**src/rtl/erc_pkg.sv**
```systemverilog
package erc_pkg;
  typedef enum logic [0:0] {
    ST_IDLE = 1'b0,
    ST_SCAN = 1'b1
  } scan_state_e;
endpackage

```
**src/rtl/erc_scan_ctrl.sv**
```systemverilog
module erc_scan_ctrl
  import erc_pkg::*;
#(
  parameter int THREADS = 4,
  parameter int DEPTH   = 4,
  parameter int TID_W   = 2,
  parameter int SLOT_W  = 2
) (
  input  logic              clk,
  input  logic              rst_n,
  input  logic              in_valid,
  output logic              in_ready,
  output logic              capture,
  output logic              scan_active,
  output logic [TID_W-1:0]  scan_thr,
  output logic [SLOT_W-1:0] scan_slot,
  output logic              scan_last
);
  scan_state_e       state_q, state_d;
  logic [TID_W-1:0]  thr_q, thr_d;
  logic [SLOT_W-1:0] slot_q, slot_d;
  logic              step_en;

  always_comb begin
    in_ready    = (state_q == ST_IDLE);
    capture     = in_ready && in_valid;
    scan_active = (state_q == ST_SCAN);
    scan_last   = scan_active && (thr_q == TID_W'(THREADS-1)) && (slot_q == SLOT_W'(DEPTH-1));
    scan_thr    = thr_q;
    scan_slot   = slot_q;
  end

  always_comb begin
    state_d = state_q;
    thr_d   = thr_q;
    slot_d  = slot_q;
    step_en = 1'b0;
    unique case (state_q)
      ST_IDLE: begin
        if (in_valid) begin
          state_d = ST_SCAN;
          thr_d   = '0;
          slot_d  = '0;
          step_en = 1'b1;
        end
      end
      ST_SCAN: begin
        step_en = 1'b1;
        if (scan_last) begin
          state_d = ST_IDLE;
        end else if (slot_q == SLOT_W'(DEPTH-1)) begin
          slot_d = '0;
          thr_d  = thr_q + TID_W'(1);
        end else begin
          slot_d = slot_q + SLOT_W'(1);
        end
      end
      default: state_d = ST_IDLE;
    endcase
  end

  always_ff @(posedge clk or negedge rst_n) begin
    if (!rst_n) begin
      state_q <= ST_IDLE;
      thr_q   <= '0;
      slot_q  <= '0;
    end else if (step_en) begin
      state_q <= state_d;
      thr_q   <= thr_d;
      slot_q  <= slot_d;
    end
  end
endmodule

```
**config.mk**
```make
export PLATFORM = sky130hd
export DESIGN_NAME = erc_scan_ctrl
export DESIGN_NICKNAME = d
export VERILOG_FILES = /design/src/rtl/erc_pkg.sv /design/src/rtl/erc_scan_ctrl.sv
export SDC_FILE = /design/constraint.sdc
export NUM_CORES = 1
export LEC_CHECK = 0
export ABC_AREA = 1
export BUFFER_PORTS_ARGS = -buffer_cell sky130_fd_sc_hd__buf_2
export CAP_MARGIN = 10
export CORE_AREA = 2 2 39 41
export DETAILED_ROUTE_END_ITERATION = 8
export DIE_AREA = 0 0 41 43
export HOLD_SLACK_MARGIN = 0.02
export SLEW_MARGIN = 0
export SYNTH_ARGS = -nofsm -noshare
export SYNTH_HDL_FRONTEND = slang
export SYNTH_SLANG_ARGS = --single-unit
```
**constraint.sdc**
```tcl
create_clock -name clk -period 2.12 [get_ports clk]
set_input_delay 0.424 -clock clk [delete_from_list [all_inputs] [get_ports clk]]
set_output_delay 0.424 -clock clk [all_outputs]
set_load 0.1 [all_outputs]
```
# After elaboration in Yosys (flattened, before gate mapping)
# Cells that the tools add are included.
# op_classes
add_sub_neg	2
eq_ne	5
mux	11
bitwise_logic	1
n_reduce_logical	5
# ops
cell	n
two-way mux 2 bit	5
one-hot mux 2 bit (2 select lines)	2
adder 2 x 1 -> 2 bit, second input constant	2
equality test 2 bit, second input constant	2
inequality test 2 bit, second input constant	2
one-hot mux 1 bit (2 select lines)	2
AND reduction 4 bit	1
logical AND 1 bit	3
AND reduction 3 bit	1
two-way mux 1 bit	2
inequality test 2 x 1 -> 1 bit, second input constant	1
NOT 1 bit	1
# word_totals
register_bits	5
in_bits	3
out_inout_bits	8
wordCells	27

# Longest topological paths before layout
# Gate-level depths: netlist (run 1).
# logic_depth
depth_word	5
depth_mapped	6

# Worst setup path before layout (run 1)
# Ideal clock, no wire load.
# synth_timing
kind	reg-to-output
start	register state_q, in the netlist scan_active
end	output port capture
arrival_ns	2.107
required_time_ns	1.696
setup_slack_ns	-0.411
path_stages_with_launch	4
path_buffers	0
cell_sequence	dfrtp_1 inv_2 nand2_2 inv_1
# synth_via
elab_chain_len	2
# synth_rtl
item	line	rtl
start: declaration	erc_scan_ctrl.sv:19	scan_state_e state_q, state_d;
start signal: assignment	erc_scan_ctrl.sv:68	state_q <= state_d;
NOT 1 bit	-	
named net in_ready	erc_scan_ctrl.sv:12	output logic in_ready,
logical AND 1 bit	erc_scan_ctrl.sv:26	capture = in_ready && in_valid;
end: declaration	erc_scan_ctrl.sv:13	output logic capture,
# The timed path passes the listed nets, and every way through them passes these cells.

# Final worst setup path (run 1)
# layout_timing
start	register slot_q[0], in the netlist scan_slot[0]
end	output port scan_last
# layout_via
elab_chain_len	2
# layout_rtl
item	line	rtl
start: declaration	erc_scan_ctrl.sv:21	logic [SLOT_W-1:0] slot_q, slot_d;
start signal: assignment	erc_scan_ctrl.sv:70	slot_q <= slot_d;
equality test 2 bit	erc_scan_ctrl.sv:28	scan_last = scan_active && (thr_q == TID_W'(THREADS-1)) && (slot_q == SLOT_W'(DEPTH-1));
logical AND 1 bit	erc_scan_ctrl.sv:28	
end: declaration	erc_scan_ctrl.sv:17	output logic scan_last
# Every way passes these cells.

==> run summary, run 1 <==
grt total ovfl = 0
ANT cells = 0
area added between synthesis and finish = 44.4%
Routed WL per cell = 8.69 µm
Worst-path clk slew = 40 ps
largest net degree at the start of global routing = 9
Slew HR = 67.7%
Core Area = 1380 µm²
crit start category = flop
CP startpoint = scan_slot[0]
crit-path cells = ha_1 > nand3_1 > clkinvlp_4 > buf_2
Final ANT Viol Nets = 0
Crit-path slowest cell = buf_2
fmax = 518 MHz
Worst Hold Class = in -> reg
FF-to-FF setup slack = 960 ps
commonest non-fill, non-tap cell in the layout = buf_2
most frequent cells in the layout = buf_2 (10), nand2_1 (9), dfrtp_2 (5)
Final nets = 54
Ys Warns = 0
Initial Util = 19.5%
vias in the first global route = 242
unrepaired setup endpoints after global routing = no
CP Data Required Time = 1700 ps
status = finished, final reports clean
IO Count = 11
share of cells above drive strength 1 = 50.0%
quantity of I/O buffers inserted on ports = 10
DP Wirelength = 477 µm
R2R depth = 5
Synth cell types = 10
Slew Limit Fails = 0
Clock Tree Buf Depth = 2
Syn Area/Cell = 8.19 µm²
Final Skew = 0.732 ps
Skew-Pair Late Insertion Delay = 240 ps
WS Path Type = reg -> out
R2R Path Start = scan_slot[0]
Slowest Stage Delay on Critical Path = 410 ps
CTS tree = built
CP Data Arrival Time = 1510 ps
final period utilization = 91.1%
DIE AREA = 1760 µm²
Die H = 43 µm
synthesis-stage register bit count = 5
Hold WS = 482 ps
Yosys top cell area share = 46.3%
Worst Path Max Fanout = 5
Hold Startpoint = in_valid
Vias = 260
Cell Area, Synth = 270 µm²
Chip Width = 41 µm
Max-cap violations = 0
Setup Fix Bufs, Post-CTS = 0
residual DRC count = 0
RR Endpoint = scan_thr[1]
Worst Setup EP = scan_last
Crit. End Element = output port
register area share after synthesis = 46.3%
Area contributors post-synth = dfrtp_1 (46%), nand2_1 (13%), ha_1 (9.3%), inv_1 (8.3%), nand3_1 (7.4%)
pin slew with the least headroom to its limit = 487 ps
Synth area leader = dfrtp_1
clock sinks = 5
CTS resizes = 0
Placer Congestion = 0.706
initial antenna violation count = 0
Root Driver = clkbuf_4
Starting DRT DRC Count = 0
Final setup viols = 0
Via density = 4.06
H-tree depth = 1
Final Critical Period = 1930 ps
Net Count, Synth = 38
total CTS buffers = 3
Rows = 14
first-pass GRT wire length = 910 µm
cells after synthesis = 33
final hold viol count = 0
GRT Overall Usage = 8.18%
drt total wl = 556 µm
Pre-Repair DR Iteration Count = 1
area by class of cell:
cell class,instances,area [µm²]
clock buffer,4,26.3
fill,150,993
inverter,7,33.8
multi-input combinational,21,119
sequential,5,131
tap,16,20.0
timing repair buffer,11,60.1
timing repair:
action,CTS,global route
setup endpoints to repair,0,0
hold buffers,1,0
hold endpoints to repair,5,0
worst min path at each step:
stage                         to  cells after the start
finish               scan_active                      3
detailed placement  scan_slot[1]                      1
floorplan            scan_active                      0
CTS                  scan_active                      3
global route         scan_active                      3
global placement     scan_active                      1
critical path, delay by kind of cell, from the launching register on:
family	cells	cell delay [ps]
buffers and inverters	2	500
DFF	1	370
adders and majority gates	1	220
and+or+nand+nor	1	170
layer usage:
layer	vias to the layer above	part of all wire, %	global-route usage (%)
li1	137	-	-
met1	120	40	7.87
met2	3	57	12.2
met3	0	2.9	4.71
met4	0	0	6.00
met5	-	0	0
synth_stat cells:
cell type / count
inv_2: 1
nand3_1: 4
o21ai_1: 1
ha_1: 2
nand2_2: 2
nand4_1: 2
inv_1: 6
dfrtp_1: 5
nand2_1: 9
nand3_2: 1
registers in the layout, summed over array words and instances (netlist names):
name,count
scan_active,1
scan_thr,2
scan_slot,2
logic make-up (layout without fill, tap and decap cells):
| logic type | after synthesis | after routing | synth area share, % |
|---|---|---|---|
| buffers and inverters | 7 | 22 | 9.72 |
| AND/OR/NAND/NOR | 18 | 18 | 32.9 |
| flip-flops | 5 | 5 | 46.3 |
| adder cells (fa/ha/maj) | 2 | 2 | 9.26 |
| AO/OA/AOI/OAI | 1 | 1 | 1.85 |
metrics by stage:
step | cells | cell area, µm² | util, % | setup TNS, ps | setup WS (ps)
6_report | 64 | 390 | 28.2 | 0 | 188
5_1_grt | 64 | 390 | 28.2 | 0 | 87.9
4_1_cts | 64 | 390 | 28.2 | 0 | 174
3_5_place_dp | 59 | 354 | 25.6 | 0 | 438
3_3_place_gp | 59 | 354 | 25.6 | 0 | 451
2_1_floorplan | 33 | 284 | - | -31.8 | -31.8
Power of run 1 is not shown: default switching activity piles up to over one toggle a cycle in this logic, so the estimate is an artifact.
==> run 2, diff against run 1 <==
Settings changed: CTS_BUF_LIST from default to sky130_fd_sc_hd__clkbuf_2, GPL_ROUTABILITY_DRIVEN from default to 0, RECOVER_POWER from default to 50.
==> run 2 against run 1 <==
Net effect:
- via count down 0.38%
- sequential share of layout area increased by 1.1 points
- cell area is 3.2% lower
- clock skew fell by 0.63 ps
- register-to-register slack hardly changed
- count of clock-buffer cells in the layout stayed put
- flip-flop and latch count stayed put
- critical path depth is the same
- cell count stayed put
- routed wire length rose by 0.54%
- worst setup slack improved by 50 ps
- highest routed layer unchanged
- fmax rose by 2.7%
==> run summary, run 2 (synthesized netlist as in run 1, its figures left out) <==
status = finished, final reports clean
Final Skew = 0.101 ps
initial antenna violation count = 0
largest net degree at the start of global routing = 9
total CTS buffers = 3
Root Driver = clkbuf_2
grt total ovfl = 0
Max-cap violations = 0
Crit. End Element = output port
Setup Fix Bufs, Post-CTS = 0
most frequent cells in the layout = nand2_1 (9), buf_2 (9), nand3_1 (5), dfrtp_2 (5)
crit-path cells = ha_1 > nand3_1 > clkinvlp_4 > buf_2
quantity of I/O buffers inserted on ports = 10
R2R Path Start = scan_slot[0]
setup ws final = 238 ps
final period utilization = 88.8%
vias in the first global route = 242
Final Critical Period = 1880 ps
drt total wl = 559 µm
residual DRC count = 0
area added between synthesis and finish = 39.8%
CTS tree = built
first-pass GRT wire length = 903 µm
share of cells above drive strength 1 = 47.9%
Slew HR = 67.7%
Starting DRT DRC Count = 2
Rows = 14
Slowest Stage Delay on Critical Path = 410 ps
final hold viol count = 0
RR Endpoint = scan_thr[1]
WS Path Type = reg -> out
CP Data Arrival Time = 1460 ps
Final nets = 54
Worst-path clk slew = 50 ps
Min-Delay Path Depth = 2
DP Wirelength = 477 µm
Setup WS pre-CTS = 438 ps
Via density = 4.05
Final setup viols = 0
H-tree depth = 1
R2R depth = 5
Clock Tree Buf Depth = 2
Worst Hold Class = reg -> reg
Hold Startpoint = scan_thr[1]
Slew Limit Fails = 0
Initial Util = 19.5%
Die H = 43 µm
clock sinks = 5
Skew-Pair Late Insertion Delay = 210 ps
Final ANT Viol Nets = 0
fmax = 531 MHz
Crit-path slowest cell = buf_2
FF-to-FF setup slack = 950 ps
pin slew with the least headroom to its limit = 487 ps
Buf/Inv on CP = 2
Vias = 259
DIE AREA = 1760 µm²
crit-path leading delay family = buffers and inverters
Worst Path Max Fanout = 5
TNS Setup = 0 ps
Routed WL per cell = 8.73 µm
Pre-Repair DR Iteration Count = 4
Core Area = 1380 µm²
GRT Overall Usage = 7.88%
ANT cells = 0
unrepaired setup endpoints after global routing = no
CP Data Required Time = 1700 ps
Chip Width = 41 µm
IO Count = 11
Hold Path Sink = scan_thr[1]
crit start category = flop
run 2: final cells by class:
type                            count  area (µm²)
Inverter                            7        33.8
Fill cell                         151        1010
Tap cell                           16        20.0
Sequential cell                     5         131
Timing Repair Buffer               11        58.8
Clock buffer                        4        20.0
Multi-Input combinational cell     21         114
run 2: metal layers:
layer / share of wire (%) / vias to the layer above / wire [µm] / global-route usage [%]
met2: 55 / 5 / 309 / 12.2
met4: 0 / 0 / 0 / 4.00
met1: 41 / 117 / 230 / 7.87
met3: 3.4 / 0 / 19 / 4.71
met5: 0 / - / 0 / 0
li1: - / 137 / - / -
run 2: repair_timing:
item                                    4_1_cts  5_1_grt
hold buffers                                  1        0
resized for setup                             0        0
endpoints found under the hold margin         5        0
endpoints found under the setup margin        0        0
run 2: how the worst max path moves through the flow:
stage / from / end / slack (ps) / depth (start not counted)
final: scan_slot[0] / scan_last / 240 / 4
after global routing: scan_slot[0] / scan_last / 120 / 4
after CTS: scan_slot[0] / scan_last / 190 / 4
after detailed placement: scan_slot[0] / scan_last / 440 / 4
after global placement: scan_slot[0] / scan_last / 450 / 4
after floorplan: scan_active / capture / -30 / 3
run 2: metrics by stage:
step / hold slack [ps] / utilization [%] / cell area, µm² / std cells
floorplan: 128 / - / 284 / 33
global placement: 245 / 25.6 / 354 / 59
detailed placement: 244 / 25.6 / 354 / 59
global route: 506 / 27.3 / 378 / 64
finish: 500 / 27.3 / 378 / 64
CTS: 494 / 27.8 / 384 / 64
run 2: worst register-to-register path, stage by stage, from the launching register on:
cell	delay, ps
dfrtp_2	420
ha_1	250
nand3_1	160
nand3_1	110
nand2_1	80
nand2_1	50
Power of run 2 is left out for the same reason.
==> run 3, diff against run 2 <==
Settings changed: CELL_PAD_IN_SITES_DETAIL_PLACEMENT from default to 2, CELL_PAD_IN_SITES_GLOBAL_PLACEMENT from default to 2, PLACE_DENSITY_LB_ADDON from default to 0.1.
==> run 3 against run 2 <==
Net effect:
- fmax fell by 1.9%
- flip-flop and latch count is the same
- cell count stayed put
==> run summary, run 3 (synthesized netlist as in run 1, its figures left out) <==
Hold WS = 507 ps
Final Skew = 2.94 ps
Crit-path slowest cell = buf_2
crit-path cells = ha_1 > nand3_1 > clkinvlp_4 > buf_2
Chip Width = 41 µm
status = finished, final reports clean
WS Path Type = reg -> out
Clock Tree Buf Depth = 2
Rows = 14
drt total wl = 754 µm
H-tree depth = 1
Crit. End Element = output port
Worst Hold Class = reg -> reg
total CTS buffers = 3
Via density = 4.42
met2 Use GR = 17.8%
Final ANT Viol Nets = 0
Pre-Repair DR Iteration Count = 1
Layout Cells excl Fill = 64
FF-to-FF setup slack = 900 ps
R2R depth = 5
gr busiest metal = met2
unrepaired setup endpoints after global routing = no
Final nets = 54
Worst Setup EP = scan_last
Die H = 43 µm
CP startpoint = scan_slot[0]
Worst Path Max Fanout = 5
initial antenna violation count = 0
Slew HR = 67.6%
CP Data Required Time = 1700 ps
IO Count = 11
Core Area = 1380 µm²
Setup WS pre-CTS = 404 ps
Routed WL per cell = 11.8 µm
Fillers = 174
crit start category = flop
clock sinks = 5
final hold viol count = 0
placed instance count = 59
Final Critical Period = 1920 ps
Finished Cell Area = 378 µm²
Skew-Pair Late Insertion Delay = 210 ps
Max-cap violations = 0
met3 GRT Util = 3.14%
pin slew with the least headroom to its limit = 489 ps
Reg area = 131 µm²
Cell Area, Placed = 354 µm²
Root Driver = clkbuf_2
GRT Overall Usage = 11.2%
Starting DRT DRC Count = 0
final period utilization = 90.5%
CP Data Arrival Time = 1490 ps
Slowest Stage Delay on Critical Path = 410 ps
R2R Path Start = scan_slot[0]
CTS tree = built
area of the multi-input gates = 114 µm²
quantity of I/O buffers inserted on ports = 10
Vias = 283
vias in the first global route = 283
Slew Limit Fails = 0
setup ws final = 202 ps
largest net degree at the start of global routing = 9
residual DRC count = 0
fmax = 521 MHz
RR Endpoint = scan_thr[1]
first-pass GRT wire length = 1.28 mm
M1 GR Usage = 12.8%
share of cells above drive strength 1 = 47.9%
Worst-path clk slew = 60 ps
Initial Util = 19.5%
most frequent cells in the layout = nand2_1 (9), buf_2 (9), nand3_1 (5), dfrtp_2 (5)
area added between synthesis and finish = 39.8%
Final setup viols = 0
grt total ovfl = 0
ANT cells = 0
DIE AREA = 1760 µm²
[run 3: stage by stage]
step           TNS (ps)  utilization (%)
4_1_cts               0             27.8
6_report              0             27.3
2_1_floorplan     -31.8                -
3_3_place_gp          0             25.6
5_1_grt               0             27.3
3_5_place_dp          0             25.6
[run 3: worst min-delay path by stage]
stage	from	end	slack [ps]	depth (start not counted)
5_1_grt	in_valid	scan_active	540	3
2_1_floorplan	rst_n	scan_active	130	0
4_1_cts	scan_slot[0]	scan_slot[0]	510	1
3_3_place_gp	rst_n	scan_thr[1]	240	1
6_report	scan_thr[1]	scan_thr[1]	510	2
3_5_place_dp	rst_n	scan_thr[1]	250	1
[run 3: layer usage]
layer / wire, µm / share of wire, %
met5: 0 / 0
met4: 5 / 0.66
met3: 29 / 3.8
met2: 402 / 53
met1: 317 / 42
[run 3: worst max-delay path, delay by kind of cell (launching register included)]
family                     cells  cell delay, ps
buffers and inverters          2             500
DFF                            1             390
adders and majority gates      1             230
and+or+nand+nor                1             160
[run 3: final cells by class]
| class | instances | area share (%) |
|---|---|---|
| Clock buffer | 4 | 5.30 |
| Multi-Input combinational cell | 21 | 30.1 |
| Timing Repair Buffer | 11 | 15.6 |
| Sequential cell | 5 | 34.8 |
| Inverter | 7 | 8.94 |
| Tap cell | 16 | 5.30 |
[run 3: repair_timing]
action / CTS / global route
setup endpoints to repair: 0 / 0
gates resized for setup: 0 / 0
hold buffers: 1 / 0
hold endpoints to repair: 5 / 0
buffers inserted: 0 / 0
Power of run 3 is left out for the same reason.
